File: src/rtl/qsts_pkg.sv
package qsts_pkg;
    localparam int STAT_W    = 32;
    localparam int NUM_FLAGS = 12;

    // flag indices inside the flag vector
    localparam int F_TOUT      = 0;
    localparam int F_CSUP_CMD  = 1;
    localparam int F_CSDN_CMD  = 2;
    localparam int F_IRQ_UP    = 3;
    localparam int F_IRQ_DN    = 4;
    localparam int F_LAST_WR   = 5;
    localparam int F_INSTR_END = 6;
    localparam int F_CS_UP     = 7;
    localparam int F_TX_IDLE   = 8;
    localparam int F_RX_IDLE   = 9;
    localparam int F_TX_DONE   = 10;
    localparam int F_RX_DONE   = 11;

    // bit position of each flag in the status word (software decodes these)
    localparam int FLAG_POS [NUM_FLAGS] = '{17, 15, 14, 13, 12, 11, 10, 8, 7, 6, 5, 4};

    localparam int B_OVERRUN = 3;

    localparam logic [STAT_W-1:0] RESET_VALUE = 32'h0000_00F0;

    typedef enum logic {LINE_LOW, LINE_HIGH} line_state_e;
endpackage

File: src/rtl/qsts_flag.sv
module qsts_flag #(
    parameter logic RESET_VAL = 1'b0
) (
    input  logic clk,
    input  logic rst_n,
    input  logic set,
    input  logic clr,
    output logic q
);
    always_ff @(posedge clk or negedge rst_n) begin
        if (!rst_n)   q <= RESET_VAL;
        else if (set) q <= 1'b1;
        else if (clr) q <= 1'b0;
    end
endmodule

File: src/rtl/qsts_edge_watch.sv
module qsts_edge_watch
    import qsts_pkg::*;
#(
    parameter int SYNC_STAGES = 2
) (
    input  logic clk,
    input  logic rst_n,
    input  logic line_in,
    output logic rise_o,
    output logic fall_o
);
    logic [SYNC_STAGES-1:0] sync_q;
    line_state_e            state_q, state_d;
    logic                   line_s;

    always_ff @(posedge clk or negedge rst_n) begin
        if (!rst_n) sync_q <= '0;
        else        sync_q <= {sync_q[SYNC_STAGES-2:0], line_in};
    end

    assign line_s = sync_q[SYNC_STAGES-1];

    // state register
    always_ff @(posedge clk or negedge rst_n) begin
        if (!rst_n) state_q <= LINE_LOW;
        else        state_q <= state_d;
    end

    // next state and edge outputs
    always_comb begin
        state_d = state_q;
        rise_o  = 1'b0;
        fall_o  = 1'b0;
        unique case (state_q)
            LINE_LOW: if (line_s) begin
                state_d = LINE_HIGH;
                rise_o  = 1'b1;
            end
            LINE_HIGH: if (!line_s) begin
                state_d = LINE_LOW;
                fall_o  = 1'b1;
            end
        endcase
    end

    // a rise pulse leaves the machine in LINE_HIGH
    assert_rise_enters_high_R3: assert property (@(posedge clk) disable iff (!rst_n)
        rise_o |=> (state_q == LINE_HIGH));
endmodule

File: src/rtl/qsts_status_capture.sv
module qsts_status_capture
    import qsts_pkg::*;
#(
    parameter int CNT_W       = 16,
    parameter int SYNC_STAGES = 2
) (
    input  logic              clk,
    input  logic              rst_n,
    input  logic              ev_cs_rise,
    input  logic              ev_cs_fall,
    input  logic              ev_cmd_start,
    input  logic              ev_cmd_end,
    input  logic              ev_last_wr,
    input  logic              ev_instr_end,
    input  logic              ev_timeout,
    input  logic              ev_overrun,
    input  logic [CNT_W-1:0]  wr_access_count,
    input  logic              tout_clr,
    input  logic [CNT_W-1:0]  tx_cnt,
    input  logic [CNT_W-1:0]  tx_next_cnt,
    input  logic [CNT_W-1:0]  rx_cnt,
    input  logic [CNT_W-1:0]  rx_next_cnt,
    input  logic              tx_cnt_wr,
    input  logic              rx_cnt_wr,
    input  logic              mem_irq_raw,
    input  logic              status_rd,
    input  logic [STAT_W-1:0] irq_mask,
    output logic [STAT_W-1:0] status,
    output logic              irq
);
    logic [NUM_FLAGS-1:0] set_v, clr_v, flag_q;
    logic                 line_rise, line_fall;
    logic                 tx_prev_zero_q, rx_prev_zero_q;
    logic                 tx_all_zero, rx_all_zero;
    logic                 ovr_q, irq_q;

    qsts_edge_watch #(.SYNC_STAGES(SYNC_STAGES)) u_edge (
        .clk     (clk),
        .rst_n   (rst_n),
        .line_in (mem_irq_raw),
        .rise_o  (line_rise),
        .fall_o  (line_fall)
    );

    assign tx_all_zero = (tx_cnt == '0) && (tx_next_cnt == '0);
    assign rx_all_zero = (rx_cnt == '0) && (rx_next_cnt == '0);

    // previous-cycle zero state of the main counters, for reach-zero detect
    always_ff @(posedge clk or negedge rst_n) begin
        if (!rst_n) begin
            tx_prev_zero_q <= 1'b1;
            rx_prev_zero_q <= 1'b1;
        end else begin
            tx_prev_zero_q <= (tx_cnt == '0);
            rx_prev_zero_q <= (rx_cnt == '0);
        end
    end

    always_comb begin
        set_v = '0;
        clr_v = '0;
        set_v[F_TOUT]      = ev_timeout;
        clr_v[F_TOUT]      = tout_clr;
        set_v[F_CSUP_CMD]  = ev_cs_rise;
        clr_v[F_CSUP_CMD]  = ev_cmd_start || status_rd;
        set_v[F_CSDN_CMD]  = ev_cs_fall;
        clr_v[F_CSDN_CMD]  = ev_cmd_end || status_rd;
        set_v[F_IRQ_UP]    = line_rise;
        clr_v[F_IRQ_UP]    = status_rd;
        set_v[F_IRQ_DN]    = line_fall;
        clr_v[F_IRQ_DN]    = status_rd;
        set_v[F_LAST_WR]   = ev_last_wr && (wr_access_count != '0);
        clr_v[F_LAST_WR]   = status_rd;
        set_v[F_INSTR_END] = ev_instr_end;
        clr_v[F_INSTR_END] = status_rd;
        set_v[F_CS_UP]     = ev_cs_rise;
        clr_v[F_CS_UP]     = status_rd;
        set_v[F_TX_IDLE]   = tx_all_zero;
        clr_v[F_TX_IDLE]   = !tx_all_zero;
        set_v[F_RX_IDLE]   = rx_all_zero;
        clr_v[F_RX_IDLE]   = !rx_all_zero;
        set_v[F_TX_DONE]   = (tx_cnt == '0) && !tx_prev_zero_q;
        clr_v[F_TX_DONE]   = tx_cnt_wr;
        set_v[F_RX_DONE]   = (rx_cnt == '0) && !rx_prev_zero_q;
        clr_v[F_RX_DONE]   = rx_cnt_wr;
    end

    for (genvar k = 0; k < NUM_FLAGS; k++) begin : g_flag
        qsts_flag #(.RESET_VAL(RESET_VALUE[FLAG_POS[k]])) u_flag (
            .clk   (clk),
            .rst_n (rst_n),
            .set   (set_v[k]),
            .clr   (clr_v[k]),
            .q     (flag_q[k])
        );
    end

    // overrun flag kept separately; it sits below the counter flags
    qsts_flag #(.RESET_VAL(RESET_VALUE[B_OVERRUN])) u_ovr (
        .clk   (clk),
        .rst_n (rst_n),
        .set   (ev_overrun),
        .clr   (status_rd),
        .q     (ovr_q)
    );

    always_comb begin
        status = '0;
        for (int k = 0; k < NUM_FLAGS; k++) status[FLAG_POS[k]] = flag_q[k];
        status[B_OVERRUN] = ovr_q;
    end

    always_ff @(posedge clk or negedge rst_n) begin
        if (!rst_n) irq_q <= 1'b0;
        else        irq_q <= |(status & irq_mask);
    end
    assign irq = irq_q;

    // a read without the control command keeps the time-out flag
    assert_tout_kept_on_read_R2: assert property (@(posedge clk) disable iff (!rst_n)
        (status[17] && status_rd && !tout_clr) |=> status[17]);

    // a detected rise reaches the status word at the next edge
    assert_line_rise_flagged_R3: assert property (@(posedge clk) disable iff (!rst_n)
        line_rise |=> status[13]);

    // command start with no new rise clears bit 15
    assert_cmd_start_clears_R4: assert property (@(posedge clk) disable iff (!rst_n)
        (ev_cmd_start && !ev_cs_rise) |=> !status[15]);

    // read without a new instruction end clears bit 10
    assert_read_clears_instr_R6: assert property (@(posedge clk) disable iff (!rst_n)
        (status_rd && !ev_instr_end) |=> !status[10]);

    // bit 11 cannot rise while no write accesses are configured
    assert_last_wr_gated_R7: assert property (@(posedge clk) disable iff (!rst_n)
        (!status[11] && (wr_access_count == '0)) |=> !status[11]);

    // an overrun that meets a read still leaves the flag set
    assert_set_beats_read_R10: assert property (@(posedge clk) disable iff (!rst_n)
        (ev_overrun && status_rd) |=> status[3]);
endmodule

File: config.mk
export PLATFORM = sky130hd
export DESIGN_NAME = qsts_status_capture
export DESIGN_NICKNAME = d
export VERILOG_FILES = /design/src/rtl/qsts_pkg.sv /design/src/rtl/qsts_flag.sv /design/src/rtl/qsts_edge_watch.sv /design/src/rtl/qsts_status_capture.sv
export SDC_FILE = /design/constraint.sdc
export NUM_CORES = 1
export LEC_CHECK = 0
export BUFFER_PORTS_ARGS = -buffer_cell sky130_fd_sc_hd__buf_2
export CORE_MARGIN = 1
export CORE_UTILIZATION = 29
export DETAILED_ROUTE_END_ITERATION = 12
export GPL_ROUTABILITY_DRIVEN = 0
export PLACE_DENSITY = 0.79
export SLEW_MARGIN = 20
export SYNTH_ARGS = -nofsm -noshare
export SYNTH_HDL_FRONTEND = slang
export SYNTH_HIERARCHICAL = 1
export SYNTH_SLANG_ARGS = --single-unit
File: constraint.sdc
create_clock -name clk -period 1.4 [get_ports clk]
set_clock_uncertainty 0.05 [all_clocks]
set_input_delay 0.21 -clock clk [delete_from_list [all_inputs] [get_ports clk]]
set_output_delay 0.21 -clock clk [all_outputs]
set_load 0.02 [all_outputs]
==> flow_metrics.env <==
export IMPL_status="completed"
export IMPL_ys_seq_elements=19
export IMPL_grt_antenna_before_repair=0
export IMPL_clkTransAtPathRegs_ns=0.07
export IMPL_h_tree_depth=1
export IMPL_cts_buffer_depth=2
export IMPL_num_antenna_cells=0
export IMPL_cts_tree="built"
export IMPL_crit_path_max_fanout=3
export IMPL_die_w_microns=63.1
export IMPL_ios=160
export IMPL_power_mw=1.26
export IMPL_yosys_area_top_type="dfrtp_1"
export IMPL_critPathArrivalTime_ns=0.96
export IMPL_async_reset_ff_share_pct=100
export IMPL_mostFrequentLayoutCells="buf_2 (121), conb_1 (19), nor4_1 (18)"
export IMPL_core_area_sq_mm=0.00344
export IMPL_hold_viol_final=0
export IMPL_rsz0062_at_grt="no"
export IMPL_pre_cts_ws_ns=0.103
export IMPL_ys_seq_area_share_pct=44.6
export IMPL_worst_path_max_delay_cell="dfstp_2"
export IMPL_cts_buffers=3
export IMPL_clk_latency_ns=0.25
export IMPL_leakage_nw=1.05
export IMPL_grt_pass1_vias=1165
export IMPL_num_rows=21
export IMPL_grt_ovfl_total=0
export IMPL_fmax_mhz=816
export IMPL_final_net_count=366
export IMPL_slew_violations=0
export IMPL_yosys_warnings=6
export IMPL_synth_cells=112
export IMPL_synth_edf_count=0
export IMPL_ctsResizeCount=0
export IMPL_synth_area_leaders="dfrtp_1 (30%), dfstp_2 (15%), buf_4 (14%)"
export IMPL_syn_area_per_cell_sq_um=9.66
export IMPL_cts_sinks=19
export IMPL_routed_via_density=4.40
export IMPL_root_buffer="clkbuf_8"
export IMPL_syn_area_sq_mm=0.00108
export IMPL_crit_family="flip-flops"
export IMPL_irDropWorstVdd_v=0.000532
export IMPL_post_dp_hpwl_microns=2600
export IMPL_hold_path_class="input pin to register"
export IMPL_drv_cap=0
export IMPL_min_period_over_period_pct=87.5
export IMPL_avgRoutedWirePerCell_microns=10.0
export IMPL_grt_use_total_pct=14.6
export IMPL_vias=1251
export IMPL_fillers=348
export IMPL_synth_top_area_share_pct=30.1
export IMPL_setup_viol=0
export IMPL_drt_iter0_markers=35
export IMPL_fin_setup_tns_ns=0
export IMPL_max_stage_delay_ns=0.55
export IMPL_synthToLayoutAreaGrowth_pct=60.1
export IMPL_io_buffer_count=121
export IMPL_synth_cell_types=21
export IMPL_p_per_area_mw_per_mm2=728
export IMPL_drive_gt1_share_pct=57.6
export IMPL_crit_buf_inv=1
export IMPL_critPathKind="register to primary output"
export IMPL_grt_pass1_wl_microns=4570
export IMPL_cts_setup_buffers=0
export IMPL_synthFlopType="dfrtp_1"
export IMPL_start_kind="register"
export IMPL_end_kind="primary output"
export IMPL_drt_first_pass_iters=4
export IMPL_grt_start_max_net_pins=20
export IMPL_required_ns=1.14
export IMPL_drtAntennaViolNets=0
export IMPL_die_area_sq_mm=0.00398
export IMPL_fin_util_pct=50.3
export IMPL_die_y_microns=63.1
export IMPL_fin_ws_ns=0.175
export IMPL_path_cells="buf_2"
export IMPL_route_detailed_drc=0
export IMPL_initial_core_util_pct=31.4
export IMPL_routed_wl_microns=2850
export IMPL_fin_crit_ns=1.22
export IMPL_final_common_cell="buf_2"
## per-stage QoR
step	area, sq um	hold slack (ns)	cells
floorplan	1150	-0.136	130
global placement	1680	0.112	279
detailed placement	1680	0.117	279
CTS	1730	0.0143	284
global route	1730	0.0120	284
finish	1730	0.0175	284
## layer usage
| layer | global-route usage (%) | wire [microns] | part of all wire (%) | up-vias |
|---|---|---|---|---|
| li1 | - | - | - | 616 |
| met1 | 15.0 | 1000 | 35 | 549 |
| met2 | 28.2 | 1510 | 53 | 84 |
| met3 | 4.35 | 313 | 11 | 2 |
| met4 | 3.49 | 21 | 0.74 | 0 |
| met5 | 0 | 0 | 0 | - |
## cell families after synthesis
family | share of synthesized area, %
other | 0.346
and+or+nand+nor | 21.2
buffers and inverters | 19.4
AOI/OAI and AO/OA | 14.5
DFF | 44.6
## sequential cells by signal (all words and copies together) (netlist names)
name / flops
g_flag.u_flag/q: 12
u_edge/sync_q: 2
irq: 1
rx_prev_zero_q: 1
tx_prev_zero_q: 1
u_edge/state_q: 1
u_ovr/q: 1
## cell type report
class | instances | area (sq um) | share of cell area (%)
inverter | 16 | 60.1 | 3.47
multi-input combinational | 75 | 457 | 26.4
tap | 46 | 57.6 | 3.32
clock buffer | 4 | 45.0 | 2.60
timing repair buffer | 124 | 631 | 36.4
sequential | 19 | 483 | 27.9
## final timing paths
kind                                     start                  end  slack (ns)  cells past startpoint
max                         g_flag[8].u_flag/q            status[7]        0.18                      1
min                                mem_irq_raw     u_edge/sync_q[0]        0.02                      1
max reg2reg                g_flag[10].u_flag/q                  irq        0.21                      3
min reg2reg                   u_edge/sync_q[0]     u_edge/sync_q[1]        0.32                      0
max in group asynchronous                rst_n  g_flag[10].u_flag/q        0.61                      2
min in group asynchronous                rst_n              u_ovr/q        0.37                      2
## synthesized netlist by cell type (all sizes together) (3+ instances only)
library cell  number
buf               20
nor4              20
inv               16
a21o              13
dfrtp             13
dfstp              6
nand4              4
nor2               4
or2                4
a22oi              3
## power by group
group          switching (mW)  leakage, nW  internal (mW)
sequential             0.0169        0.207          0.574
combinational           0.153        0.821          0.153
clock                   0.163       0.0228          0.202
total                   0.334         1.05          0.929
## timing repair
item / in CTS / in global routing
endpoints found under the hold margin: 13 / 0
endpoints found under the setup margin: 0 / 0
hold buffers: 1 / 0
No activity file was read; power rests on OpenSTA's default activity.
